<file path="src/rtl/cs_pkg.sv">
package cs_pkg;
  typedef enum logic {
    CS_IDLE = 1'b0,
    CS_RUN  = 1'b1
  } cs_state_e;
endpackage

</file>
<file path="src/rtl/cs_key_bank.sv">
module cs_key_bank #(
  parameter int W   = 16,
  parameter int K   = 8,
  parameter int NRD = 1,
  localparam int IW = (K > 1) ? $clog2(K) : 1
) (
  input  logic          clk,
  input  logic          wr_en,
  input  logic [IW-1:0] wr_idx,
  input  logic [W-1:0]  wr_key,
  input  logic [IW-1:0] rd_idx [NRD],
  output logic [W-1:0]  rd_key [NRD]
);
  logic [W-1:0] mem_q [K];

  always_ff @(posedge clk) begin
    if (wr_en) begin
      mem_q[wr_idx] <= wr_key;
    end
  end

  for (genvar r = 0; r < NRD; r++) begin : g_rd
    assign rd_key[r] = mem_q[rd_idx[r]];
  end
endmodule

</file>
<file path="src/rtl/cs_pick.sv">
module cs_pick #(
  parameter int W        = 16,
  parameter bit PICK_MAX = 1'b0
) (
  input  logic [W-1:0] a_key,
  input  logic [W-1:0] b_key,
  output logic         take_a,
  output logic [W-1:0] out_key
);
  if (PICK_MAX) begin : g_max
    // larger key wins; on a tie the high-side block (b) goes first
    assign take_a = (a_key > b_key);
  end else begin : g_min
    // smaller key wins; on a tie the low-side block (a) goes first
    assign take_a = (a_key <= b_key);
  end

  assign out_key = take_a ? a_key : b_key;
endmodule

</file>
<file path="src/rtl/cs_ctrl.sv">
module cs_ctrl
  import cs_pkg::*;
#(
  parameter int K   = 8,
  localparam int IW = (K > 1) ? $clog2(K) : 1
) (
  input  logic          clk,
  input  logic          rst_n,
  input  logic          start,
  input  logic          take_lo_a,
  input  logic          take_hi_a,
  output logic          busy,
  output logic          done,
  output logic          wr_en,
  output logic [IW-1:0] step,
  output logic [IW-1:0] fa,
  output logic [IW-1:0] fb,
  output logic [IW-1:0] ba,
  output logic [IW-1:0] bb
);
  localparam logic [IW-1:0] LAST = IW'(K - 1);

  cs_state_e     state_q, state_d;
  logic          done_q, done_d;
  logic [IW-1:0] step_q, step_d;
  logic [IW-1:0] fa_q, fa_d, fb_q, fb_d;
  logic [IW-1:0] ba_q, ba_d, bb_q, bb_d;

  always_comb begin
    state_d = state_q;
    done_d  = 1'b0;
    step_d  = step_q;
    fa_d    = fa_q;
    fb_d    = fb_q;
    ba_d    = ba_q;
    bb_d    = bb_q;
    unique case (state_q)
      CS_IDLE: begin
        if (start) begin
          state_d = CS_RUN;
          step_d  = '0;
          fa_d    = '0;
          fb_d    = '0;
          ba_d    = LAST;
          bb_d    = LAST;
        end
      end
      CS_RUN: begin
        if (take_lo_a) fa_d = fa_q + 1'b1;
        else           fb_d = fb_q + 1'b1;
        if (take_hi_a) ba_d = ba_q - 1'b1;
        else           bb_d = bb_q - 1'b1;
        step_d = step_q + 1'b1;
        if (step_q == LAST) begin
          state_d = CS_IDLE;
          done_d  = 1'b1;
        end
      end
      default: state_d = CS_IDLE;
    endcase
  end

  always_ff @(posedge clk or negedge rst_n) begin
    if (!rst_n) begin
      state_q <= CS_IDLE;
      done_q  <= 1'b0;
      step_q  <= '0;
      fa_q    <= '0;
      fb_q    <= '0;
      ba_q    <= '0;
      bb_q    <= '0;
    end else begin
      state_q <= state_d;
      done_q  <= done_d;
      step_q  <= step_d;
      fa_q    <= fa_d;
      fb_q    <= fb_d;
      ba_q    <= ba_d;
      bb_q    <= bb_d;
    end
  end

  assign busy  = (state_q == CS_RUN);
  assign done  = done_q;
  assign wr_en = busy;
  assign step  = step_q;
  assign fa    = fa_q;
  assign fb    = fb_q;
  assign ba    = ba_q;
  assign bb    = bb_q;

  AST_DONE_ONE_CYCLE: assert property (@(posedge clk) disable iff (!rst_n)
    done |=> !done);
  AST_BUSY_ENDS_WITH_DONE: assert property (@(posedge clk) disable iff (!rst_n)
    $fell(busy) |-> done);
  AST_START_IGNORED: assert property (@(posedge clk) disable iff (!rst_n)
    (busy && step != LAST) |=> (busy && step == IW'($past(step) + 1'b1)));
  AST_FWD_CONSUMED: assert property (@(posedge clk) disable iff (!rst_n)
    busy |-> (IW'(fa + fb) == step));
  AST_BWD_CONSUMED: assert property (@(posedge clk) disable iff (!rst_n)
    busy |-> (IW'((LAST - ba) + (LAST - bb)) == step));
endmodule

</file>
<file path="src/rtl/cs_merge_unit.sv">
module cs_merge_unit #(
  parameter int W   = 16,
  parameter int K   = 8,
  localparam int IW = (K > 1) ? $clog2(K) : 1
) (
  input  logic          clk,
  input  logic          rst_n,
  input  logic          load_en,
  input  logic          load_side,
  input  logic [IW-1:0] load_idx,
  input  logic [W-1:0]  load_key,
  input  logic          start,
  output logic          busy,
  output logic          done,
  input  logic [IW-1:0] rd_idx,
  output logic [W-1:0]  rd_lo_key,
  output logic [W-1:0]  rd_hi_key
);
  localparam logic [IW-1:0] LAST = IW'(K - 1);

  // reset: asserted at once, released on a clock edge
  logic rst_meta_q, rst_sync_q;
  always_ff @(posedge clk or negedge rst_n) begin
    if (!rst_n) begin
      rst_meta_q <= 1'b0;
      rst_sync_q <= 1'b0;
    end else begin
      rst_meta_q <= 1'b1;
      rst_sync_q <= rst_meta_q;
    end
  end

  logic          wr_en;
  logic [IW-1:0] step, fa, fb, ba, bb;
  logic          take_lo_a, take_hi_a;
  logic [W-1:0]  lo_key, hi_key;

  // input blocks: read port 0 follows the forward merge, port 1 the backward
  logic [IW-1:0] a_rd_idx [2];
  logic [IW-1:0] b_rd_idx [2];
  logic [W-1:0]  a_rd_key [2];
  logic [W-1:0]  b_rd_key [2];
  assign a_rd_idx[0] = fa;
  assign a_rd_idx[1] = ba;
  assign b_rd_idx[0] = fb;
  assign b_rd_idx[1] = bb;

  cs_key_bank #(.W(W), .K(K), .NRD(2)) u_blk_lo (
    .clk   (clk),
    .wr_en (load_en && !load_side),
    .wr_idx(load_idx),
    .wr_key(load_key),
    .rd_idx(a_rd_idx),
    .rd_key(a_rd_key)
  );

  cs_key_bank #(.W(W), .K(K), .NRD(2)) u_blk_hi (
    .clk   (clk),
    .wr_en (load_en && load_side),
    .wr_idx(load_idx),
    .wr_key(load_key),
    .rd_idx(b_rd_idx),
    .rd_key(b_rd_key)
  );

  cs_pick #(.W(W), .PICK_MAX(1'b0)) u_pick_fwd (
    .a_key  (a_rd_key[0]),
    .b_key  (b_rd_key[0]),
    .take_a (take_lo_a),
    .out_key(lo_key)
  );

  cs_pick #(.W(W), .PICK_MAX(1'b1)) u_pick_bwd (
    .a_key  (a_rd_key[1]),
    .b_key  (b_rd_key[1]),
    .take_a (take_hi_a),
    .out_key(hi_key)
  );

  cs_ctrl #(.K(K)) u_ctrl (
    .clk      (clk),
    .rst_n    (rst_sync_q),
    .start    (start),
    .take_lo_a(take_lo_a),
    .take_hi_a(take_hi_a),
    .busy     (busy),
    .done     (done),
    .wr_en    (wr_en),
    .step     (step),
    .fa       (fa),
    .fb       (fb),
    .ba       (ba),
    .bb       (bb)
  );

  // result banks: low fills from entry 0 upward, high from entry K-1 downward
  logic [IW-1:0] res_rd_idx [1];
  logic [W-1:0]  res_lo_key [1];
  logic [W-1:0]  res_hi_key [1];
  assign res_rd_idx[0] = rd_idx;

  cs_key_bank #(.W(W), .K(K), .NRD(1)) u_res_lo (
    .clk   (clk),
    .wr_en (wr_en),
    .wr_idx(step),
    .wr_key(lo_key),
    .rd_idx(res_rd_idx),
    .rd_key(res_lo_key)
  );

  cs_key_bank #(.W(W), .K(K), .NRD(1)) u_res_hi (
    .clk   (clk),
    .wr_en (wr_en),
    .wr_idx(IW'(LAST - step)),
    .wr_key(hi_key),
    .rd_idx(res_rd_idx),
    .rd_key(res_hi_key)
  );

  assign rd_lo_key = res_lo_key[0];
  assign rd_hi_key = res_hi_key[0];

  AST_LOW_ASCENDING: assert property (@(posedge clk) disable iff (!rst_sync_q)
    (wr_en && step != '0) |-> (lo_key >= $past(lo_key)));
  AST_HIGH_DESCENDING: assert property (@(posedge clk) disable iff (!rst_sync_q)
    (wr_en && step != '0) |-> (hi_key <= $past(hi_key)));
  AST_HALVES_SPLIT: assert property (@(posedge clk) disable iff (!rst_sync_q)
    (wr_en && step == LAST) |-> (lo_key <= hi_key));
endmodule

</file>
<file path="config.mk">
export PLATFORM = sky130hd
export DESIGN_NAME = cs_merge_unit
export DESIGN_NICKNAME = d
export VERILOG_FILES = /design/src/rtl/cs_pkg.sv /design/src/rtl/cs_key_bank.sv /design/src/rtl/cs_pick.sv /design/src/rtl/cs_ctrl.sv /design/src/rtl/cs_merge_unit.sv
export SDC_FILE = /design/constraint.sdc
export NUM_CORES = 1
export LEC_CHECK = 0
export BUFFER_PORTS_ARGS = -buffer_cell sky130_fd_sc_hd__buf_2
export CAP_MARGIN = 0
export CORE_UTILIZATION = 55
export DETAILED_ROUTE_END_ITERATION = 6
export GPL_TIMING_DRIVEN = 0
export PLACE_DENSITY = 0.82
export SETUP_SLACK_MARGIN = 0.1
export SLEW_MARGIN = 15
export SYNTH_ARGS = -nofsm -noshare
export SYNTH_HDL_FRONTEND = slang
export SYNTH_SLANG_ARGS = --single-unit
</file>
<file path="constraint.sdc">
create_clock -name clk -period 3.4 [get_ports clk]
set_input_delay 0.68 -clock clk [delete_from_list [all_inputs] [get_ports clk]]
set_output_delay 0.68 -clock clk [all_outputs]
set_load 0.01 [all_outputs]
</file>
==> impl_metrics.ini <==
[run_status]
status = finished, violations left
violations = setup timing

[clock_network]
cts_made_buffers = 52
cts_tree = built
cts_sinks = 531
insertion_delay_ns = 0.60
clk_pin_slew_ns = 0.06
cts_max_level = 2
cts-root-buf = clkbuf_16
clockBufferDepth = 3

[critical_path]
rrSetupSlack_ns = -0.38
critPathSlowestCell = mux4_2
max_stage_delay_ns = 0.54
worstPathRequired_ns = 3.76
path_cells = buf_8 -> buf_6 -> buf_16 -> buf_12 -> mux4_2 -> mux2i_4 -> ha_1 -> nand4_1 -> nor4_4 -> a21boi_4 -> or3_4 -> o21ai_4 -> buf_12 -> mux2i_4
worstPathMaxFanout = 8
path_buf_inv = 5
critical_path_arrival_ns = 4.14
crit_type = flop to flop
cp_top_family = multiplexers
cp-start-kind = flop
cp-end-kind = flop

[sta]
fmax_ghz = 0.265
hold_viol = 0
setup_viol = 267
drv_slew = 0
layout_min_cycle_time_ns = 3.78
skew_ns = 0.0217
slew_headroom_pct = 42.1
layout_setup_ws_ns = -0.380
period_share_pct = 111
worst-slew-pin-transition_ns = 0.869
rsz0062_at_grt = yes

[global_routing]
grt_pass1_wl_um = 89300
grt_use_total_pct = 28.8
antenna_found_initial = 2
grt_pass1_vias = 13600
gr-total-overflow = 0
grt_max_degree = 22

[synth]
synth_area_um2 = 23300
ys_warn_count = 0
yosysTopAreaCell = edfxtp_1
seq_area_frac_synth_pct = 68.0
synth-main-ff-cell = edfxtp_1
synth_area_per_cell_um2 = 20.2
ys_seq_elements = 531
syn_inst = 1155
synth_edf_count = 512
synth_area_leaders = edfxtp_1 66%, mux4_2 19%, mux2_2 3.0%
syn_nets = 1220
ys_types = 55
synth_top_area_share_pct = 66.0
synthArstFlopShare_pct = 3.58

[floorplanning]
dieHeight_um = 208
initial_core_util_pct = 55.7
die-width_um = 208
ioPinCount = 61
dieArea_um2 = 43200
coreArea_um2 = 41900
std_cell_rows = 75

[hold_path]
hp-class = flop to async pin

[drt]
drtIter0Drc = 1282
ant_nets = 0
drt-pass1-iter-count = 5
remaining_drc_errors = 0
routed_wl_um = 62000
drt-vias-per-instance = 6.72
wl_per_cell_um = 31.6
num_vias = 13200

[final_layout]
nNetsFinal = 1446
n_antenna_cell = 0
fin_util_pct = 69.9
area_growth_pct = 25.6
drive_above_1_share_pct = 51.2

[placed_design]
io_buffer_count = 57
place_hpwl_um = 37600
place_congestion = 0.900

[run]
drv_cap = 0
## cells in the final DEF, fill, tap and decap left out, types with 8 or more instances in the layout
cell	n
clkbuf_2	12
nor2_4	21
ha_4	18
clkinv_1	17
clkinv_2	8
nor2_2	12
clkbuf_16	54
buf_6	27
buf_2	64
mux2i_1	8
bufinv_16	9
buf_12	36
a21oi_1	8
clkbuf_1	15
edfxtp_1	512
mux2_4	18
ha_1	20
nand2_1	25
buf_4	61
mux4_2	192
mux2i_4	25
buf_8	12
dfrtp_1	15
a211oi_2	13
mux2_2	45
a21oi_4	27
## cells by family after synthesis
logic type / synth area share [%]
and+or+nand+nor: 2.60
other: 0.0161
DFF: 68.0
AOI/OAI and AO/OA: 2.54
muxes: 23.2
buffers and inverters: 1.49
adders and majority gates: 2.04
xor gates and xnor gates: 0.113
## area by class of cell
class | instances | area, um2
Tap cell | 539 | 674
Inverter | 7 | 26.3
Sequential cell | 531 | 15900
Fill cell | 2404 | 12600
Buffer | 68 | 708
Clock inverter | 38 | 412
Multi-Input combinational cell | 544 | 8520
Clock buffer | 58 | 1350
Timing Repair Buffer | 177 | 1730
## metrics by stage
| step | TNS [ns] | instances | hold WS, ns | area [um2] | worst slack, ns |
|---|---|---|---|---|---|
| after detailed placement | -252.48 | 1781 | 0.330 | 25500 | -1.10 |
| final | -82.32 | 1962 | 0.313 | 29300 | -0.380 |
| after CTS | -48.70 | 1939 | 0.323 | 28900 | -0.277 |
| after global placement | -448.38 | 1751 | 0.312 | 25000 | -1.16 |
| after floorplan | -0.219 | 1155 | 0.213 | 24000 | -0.0274 |
| after global routing | -94.30 | 1962 | 0.367 | 29300 | -0.419 |
## state kept, by name, indices dropped and copies added (netlist names)
register / flops
u_ctrl.bb: 3
u_blk_lo.mem_q: 128
u_ctrl.done: 1
u_ctrl.busy: 1
u_ctrl.ba: 3
u_ctrl.fb: 3
u_res_hi.mem_q: 128
rst_meta_q: 1
u_ctrl.step: 3
u_ctrl.fa: 3
u_blk_hi.mem_q: 128
u_res_lo.mem_q: 128
rst_sync_q: 1
## final timing paths
path | start | endpoint | depth (start not counted)
max reg2reg | u_ctrl.bb[0]$_DFFE_PN0P_ | u_res_hi.mem_q[6][0]$_DFFE_PP_ | 14
min | rst_sync_q$_DFF_PN0_ | u_ctrl.bb[0]$_DFFE_PN0P_ | 0
max in group asynchronous | rst_sync_q$_DFF_PN0_ | u_ctrl.ba[1]$_DFFE_PN0P_ | 0
min reg2reg | rst_sync_q$_DFF_PN0_ | u_ctrl.bb[0]$_DFFE_PN0P_ | 0
max | u_ctrl.bb[0]$_DFFE_PN0P_ | u_res_hi.mem_q[6][0]$_DFFE_PP_ | 14
min in group clk | rst_meta_q$_DFF_PN0_ | rst_sync_q$_DFF_PN0_ | 0
## what timing repair did
item	CTS	global route
resized for setup	188	49
cloned	8	1
setup buffers	57	26
pin swaps	30	25
endpoints found under the setup margin	300	285
hold buffers	1	0
endpoints found under the hold margin	2	0
## synth_stat cells, types with 2 or more instances
cell type / instances
inv_1: 6
and2_1: 4
nor2b_1: 2
nand3b_1: 2
or3_4: 2
dfrtp_1: 19
a2bb2oi_1: 4
or3_1: 2
nand3_1: 3
o21ai_0: 9
edfxtp_1: 512
nor4_1: 3
nor3_1: 13
nor2_1: 40
nand2b_1: 7
clkbuf_1: 39
ha_1: 38
o22ai_1: 5
nand4_1: 6
mux4_2: 192
nand2_1: 27
a21o_1: 3
buf_2: 28
buf_1: 3
mux2i_1: 36
mux2_2: 63
a21oi_1: 42
a211oi_1: 15
and4_1: 2
xnor2_1: 2
o31a_1: 2
## metal layers
layer  wire length, um  share of wire (%)  track usage [%]
met2             31300                 51             48.2
met5                26              0.042                0
met1             22600                 36             36.8
met4              3080                5.0             13.8
met3              4990                8.1             5.37
Power is not shown: default switching activity piles up to over one toggle a cycle in this logic, so the estimate is an artifact.
